===== config.mk =====
export PLATFORM = sky130hd
export DESIGN_NAME = tcmp_unit
export DESIGN_NICKNAME = d
export VERILOG_FILES = /design/src/rtl/tcmp_pkg.sv /design/src/rtl/tcmp_match.sv /design/src/rtl/tcmp_action.sv /design/src/rtl/tcmp_unit.sv
export SDC_FILE = /design/constraint.sdc
export NUM_CORES = 1
export LEC_CHECK = 0
export ABC_AREA = 1
export BUFFER_PORTS_ARGS = -buffer_cell sky130_fd_sc_hd__buf_4
export CORE_MARGIN = 2
export CORE_UTILIZATION = 50
export CTS_CLUSTER_DIAMETER = 40
export DETAILED_ROUTE_END_ITERATION = 8
export GPL_TIMING_DRIVEN = 0
export PLACE_DENSITY = 0.91
export SLEW_MARGIN = 10
export SYNTH_ARGS = -nofsm -noshare
export SYNTH_HDL_FRONTEND = slang
export SYNTH_SLANG_ARGS = --single-unit

===== constraint.sdc =====
create_clock -name clk -period 1.8 [get_ports clk]
set_input_delay 0.27 -clock clk [delete_from_list [all_inputs] [get_ports clk]]
set_output_delay 0.27 -clock clk [all_outputs]
set_load 0.01 [all_outputs]

===== src/rtl/tcmp_pkg.sv =====
package tcmp_pkg;
    localparam int TMR_W  = 16;
    localparam int MODE_W = 4;

    localparam logic [MODE_W-1:0] MODE_OFF  = 4'b0000;
    localparam logic [MODE_W-1:0] MODE_SET  = 4'b1000;
    localparam logic [MODE_W-1:0] MODE_CLR  = 4'b1001;
    localparam logic [MODE_W-1:0] MODE_SOFT = 4'b1010;
    localparam logic [MODE_W-1:0] MODE_TRIG = 4'b1011;

    // Decoded response to one match event
    typedef struct packed {
        logic drive_hi;
        logic drive_lo;
        logic raise_flag;
        logic fire_trig;
    } act_t;

    function automatic act_t decode_mode(input logic [MODE_W-1:0] m);
        act_t a;
        a = '0;
        case (m)
            MODE_SET:  begin a.drive_hi = 1'b1; a.raise_flag = 1'b1; end
            MODE_CLR:  begin a.drive_lo = 1'b1; a.raise_flag = 1'b1; end
            MODE_SOFT: a.raise_flag = 1'b1;
            MODE_TRIG: begin a.fire_trig = 1'b1; a.raise_flag = 1'b1; end
            default:   a = '0;
        endcase
        return a;
    endfunction
endpackage


===== src/rtl/tcmp_match.sv =====
module tcmp_match
    import tcmp_pkg::*;
#(
    parameter int W = TMR_W
) (
    input  logic         clk,
    input  logic         rst,
    input  logic         cmp_we,
    input  logic [W-1:0] cmp_wdata,
    input  logic [W-1:0] tmr_val,
    output logic         evt
);
    logic [W-1:0] cmp_q;
    logic         eq_now;
    logic         eq_q;

    always_ff @(posedge clk) begin
        if (rst) begin
            cmp_q <= '0;
            eq_q  <= 1'b0;
        end else begin
            if (cmp_we) cmp_q <= cmp_wdata;
            eq_q <= eq_now;
        end
    end

    assign eq_now = (tmr_val == cmp_q);
    assign evt    = eq_now && !eq_q;

    // Two events in a row would need the timer to leave the compare value in between
    assert_one_event_R2: assert property (@(posedge clk) disable iff (rst)
        evt |=> !evt);
endmodule


===== src/rtl/tcmp_action.sv =====
module tcmp_action
    import tcmp_pkg::*;
(
    input  logic              clk,
    input  logic              rst,
    input  logic              mode_we,
    input  logic [MODE_W-1:0] mode_wdata,
    input  logic              evt,
    input  logic              irq_clr,
    output logic              latch,
    output logic              flag,
    output logic              trig
);
    logic [MODE_W-1:0] mode_q;
    act_t              act;
    logic              zero_wr;

    assign act     = decode_mode(mode_q);
    assign zero_wr = mode_we && (mode_wdata == MODE_OFF);

    always_ff @(posedge clk) begin
        if (rst) begin
            mode_q <= MODE_OFF;
            latch  <= 1'b0;
            flag   <= 1'b0;
            trig   <= 1'b0;
        end else begin
            if (mode_we) mode_q <= mode_wdata;

            if (zero_wr)                     latch <= 1'b0;
            else if (evt && act.drive_hi)    latch <= 1'b1;
            else if (evt && act.drive_lo)    latch <= 1'b0;

            if (evt && act.raise_flag)       flag <= 1'b1;
            else if (irq_clr)                flag <= 1'b0;

            trig <= evt && act.fire_trig;
        end
    end

    assert_zero_write_R10: assert property (@(posedge clk) disable iff (rst)
        zero_wr |=> !latch);

    assert_latch_hold_R5: assert property (@(posedge clk) disable iff (rst)
        (!mode_we && !act.drive_hi && !act.drive_lo) |=> $stable(latch));

    assert_flag_sticky_R8: assert property (@(posedge clk) disable iff (rst)
        (flag && !irq_clr) |=> flag);

    assert_idle_mode_R9: assert property (@(posedge clk) disable iff (rst)
        (!act.raise_flag && !flag) |=> !flag);

    assert_trig_single_R6: assert property (@(posedge clk) disable iff (rst)
        trig |=> !trig);
endmodule


===== src/rtl/tcmp_unit.sv =====
module tcmp_unit
    import tcmp_pkg::*;
#(
    parameter int W = TMR_W
) (
    input  logic         clk,
    input  logic         rst,
    input  logic         mode_we,
    input  logic [3:0]   mode_wdata,
    input  logic         cmp_we,
    input  logic [W-1:0] cmp_wdata,
    input  logic [W-1:0] tmr_val,
    input  logic         irq_clr,
    input  logic         pin_oe,
    output logic         tmr_clr_req,
    output logic         adc_go,
    output logic         irq_flag,
    output logic         pin_out,
    output logic         pin_drv
);
    logic evt;
    logic latch;
    logic trig;

    tcmp_match #(.W(W)) u_match (
        .clk       (clk),
        .rst       (rst),
        .cmp_we    (cmp_we),
        .cmp_wdata (cmp_wdata),
        .tmr_val   (tmr_val),
        .evt       (evt)
    );

    tcmp_action u_action (
        .clk        (clk),
        .rst        (rst),
        .mode_we    (mode_we),
        .mode_wdata (mode_wdata),
        .evt        (evt),
        .irq_clr    (irq_clr),
        .latch      (latch),
        .flag       (irq_flag),
        .trig       (trig)
    );

    assign tmr_clr_req = trig;
    assign adc_go      = trig;
    assign pin_drv     = pin_oe;
    assign pin_out     = pin_oe & latch;

    // A trigger pulse always comes with the flag set at the same edge
    assert_trig_flag_R7: assert property (@(posedge clk) disable iff (rst)
        tmr_clr_req |-> irq_flag);
endmodule


==> flow_metrics.env <==
export IMPL_status="finished, final reports clean"
export IMPL_ctsResizeCount=0
export IMPL_maxSlewViolCount=0
export IMPL_regArea_um2=480.5
export IMPL_crit_path_top_delay_cell="dfxtp_1"
export IMPL_path_clk_slew_ps=130
export IMPL_clockBufferDepth=2
export IMPL_antenna_left=0
export IMPL_post_cts_setup_buffers=0
export IMPL_syn_inst=180
export IMPL_start_util=0.5255
export IMPL_grt_pass1_vias=1138
export IMPL_core_area_um2=2212
export IMPL_dieArea_um2=2726
export IMPL_fmax_mhz=780.0
export IMPL_crit_type="reg -> reg"
export IMPL_track_usage=0.2283
export IMPL_setup_worst_path_start_class="register"
export IMPL_slew_headroom=0.7263
export IMPL_layout_drive_gt1_share=0.2696
export IMPL_dieHeight_um=52.22
export IMPL_crit_family="simple AND/OR/NAND/NOR gates"
export IMPL_wl_um=2687
export IMPL_end_kind="register"
export IMPL_synth_top_family_by_area="simple AND/OR/NAND/NOR gates"
export IMPL_clock_sinks=24
export IMPL_cts_hold_buf=0
export IMPL_cts_htree_levels=1
export IMPL_avgSynthCellArea_um2=6.458
export IMPL_grt_pass1_wl_um=4574
export IMPL_max_stage_delay_ps=350
export IMPL_nFillCells=199
export IMPL_synthMuxAreaShare=0
export IMPL_final_cell_mix="48 x buf_4, 39 x nand2_1, 34 x nor2_1"
export IMPL_worstPathRequired_ps=2060
export IMPL_synth_xor_area_share=0.03014
export IMPL_dr_first_iter_drc_count=15
export IMPL_antenna_found_initial=0
export IMPL_cts_tree="done"
export IMPL_grt_setup_unrepaired="false"
export IMPL_worstMarginPinSlew_ps=410.6
export IMPL_critPathMaxFanout=2
export IMPL_synthDistinctLibCells=20
export IMPL_die_w_um=52.22
export IMPL_pin_count=47
export IMPL_finalSetupViolCount=0
export IMPL_syn2layout_area_growth_pct=37.24
export IMPL_syn_cell_area_um2=1162
export IMPL_portBuffers=46
export IMPL_timing_critical_path_mode_cell="nand2_1"
export IMPL_peakVddDrop_uv=593.1
export IMPL_yosysSeqAreaShare=0.4133
export IMPL_via_count=1215
export IMPL_grt_max_degree=15
export IMPL_synth_fa_ha_area_frac=0
export IMPL_power_total_mw=1.166
export IMPL_skew_ps=3.848
export IMPL_cts_inserted_buffers=3
export IMPL_multi_input_area_um2=530.5
export IMPL_worst_path_stages=10
export IMPL_p_leak_nw=0.8517
export IMPL_min_period_over_period=0.7123
export IMPL_final_common_cell="buf_4"
export IMPL_critical_path_buf_inv_count=1
export IMPL_routedWlPerCell_um=10.41
export IMPL_num_nets_final=273
export IMPL_period_minus_slack_ps=1282
export IMPL_drv_cap=0
export IMPL_synth_seq_cells=24
export IMPL_setup_tns_ps=0
export IMPL_avgViaCountPerCell=4.709
export IMPL_overflow=0
export IMPL_dr_pass1_iters=5
export IMPL_hold_depth=2
export IMPL_crit_arrival_ps=1540
export IMPL_power_density_nw_per_um2=730.8
export IMPL_diodes=0
export IMPL_crit_chain="inv_1, nand2_1, nand2_1, nor2_1, nand2_1, nor2_2, nand4_1, nand2_1, nand2_1, nor2_1"
export IMPL_insertion_delay_ps=310
export IMPL_hp_class="in -> reg"
export IMPL_ff2ff_path_depth=10
export IMPL_synth_fp_nets=222
export IMPL_timing_hold_ws_ps=111.3
export IMPL_routabilityCongestion=0.8137
export IMPL_yosysWarnings=0
export IMPL_hpwl_um=2068
export IMPL_synthSimpleGateAreaFrac=0.2777
export IMPL_row_count=17
export IMPL_finalHoldViolCount=0
export IMPL_synth_compound_area_share=0.1485
export IMPL_cts_root_buf="clkbuf_4"
export IMPL_drcViolationCount=0
==> cells by family after synthesis <==
| group | after synthesis |
|---|---|
| xor gates and xnor gates | 4 |
| AOI/OAI and AO/OA | 33 |
| DFF | 24 |
| buffers and inverters | 38 |
| and+or+nand+nor | 81 |
==> power breakdown <==
part / internal [mW] / total [mW] / leakage [nW] / switching (mW)
clock: 0.225 / 0.387 / 0.0279 / 0.162
combinational: 0.104 / 0.198 / 0.625 / 0.0938
sequential: 0.563 / 0.581 / 0.199 / 0.0180
==> worst register-to-register path: stages, from the launching register on <==
cell and delay, ps:
dfxtp_1 350, inv_1 60, nand2_1 50, nand2_1 40, nor2_1 120, nand2_1 90, nor2_2 160, nand4_1 140
nand2_1 90, nand2_1 50, nor2_1 90
==> final timing paths <==
check / startpoint / to / slack [ps]
max: u_match.cmp_q[15] / u_action.latch / 520
min: rst / u_action.flag / 110
max reg2reg: u_match.cmp_q[15] / u_action.latch / 520
min reg2reg: u_action.mode_q[3] / u_action.mode_q[3] / 470
==> cell usage after synthesis <==
master,instances,area share
nand2_1,39,0.13
nor2_1,34,0.11
inv_1,28,0.090
dfxtp_1,24,0.41
o21ai_0,19,0.082
a21oi_1,12,0.052
inv_2,4,0.013
xor2_1,4,0.030
clkbuf_1,3,0.0097
buf_4,2,0.013
nor2_2,2,0.011
a21oi_2,1,0.0075
and2_2,1,0.0065
buf_2,1,0.0043
nand2_2,1,0.0054
nand3_1,1,0.0043
nand4_1,1,0.0054
nor3_1,1,0.0043
o41ai_1,1,0.0075
or2_1,1,0.0054
==> routing by layer <==
layer  GRT usage  wire length, µm
met4     0.09829               50
met1      0.2686             1097
met2      0.4030             1428
met5           0                0
met3     0.04286              111
==> per-stage QoR <==
| stage | setup WS (ps) | std cells | util | area [µm²] |
|---|---|---|---|---|
| final | 517.9 | 258 | 0.7212 | 1595 |
| after global routing | 395.3 | 258 | 0.7212 | 1595 |
| after CTS | 505.5 | 258 | 0.7212 | 1595 |
| after detailed placement | 535.6 | 254 | 0.6974 | 1543 |
| after global placement | 584.8 | 254 | 0.6974 | 1543 |
| after floorplan | 749.6 | 180 | - | 1162 |
==> final cells by class <==
cell class                      instances  share of cell area
Tap cell                               28             0.02196
Clock inverter                          1             0.01882
Sequential cell                        24              0.3012
Inverter                               32             0.07529
Timing Repair Buffer                   46              0.2165
Clock buffer                            3             0.01412
Multi-Input combinational cell        118              0.3325
Buffer                                  6             0.01961
==> sequential cells by signal, indices dropped and copies added, names as in the netlist <==
register         flops
u_match.cmp_q       16
u_action.flag        1
u_action.latch       1
u_match.eq_q         1
u_action.mode_q      4
u_action.trig        1
(Power assumes the default switching activity.)
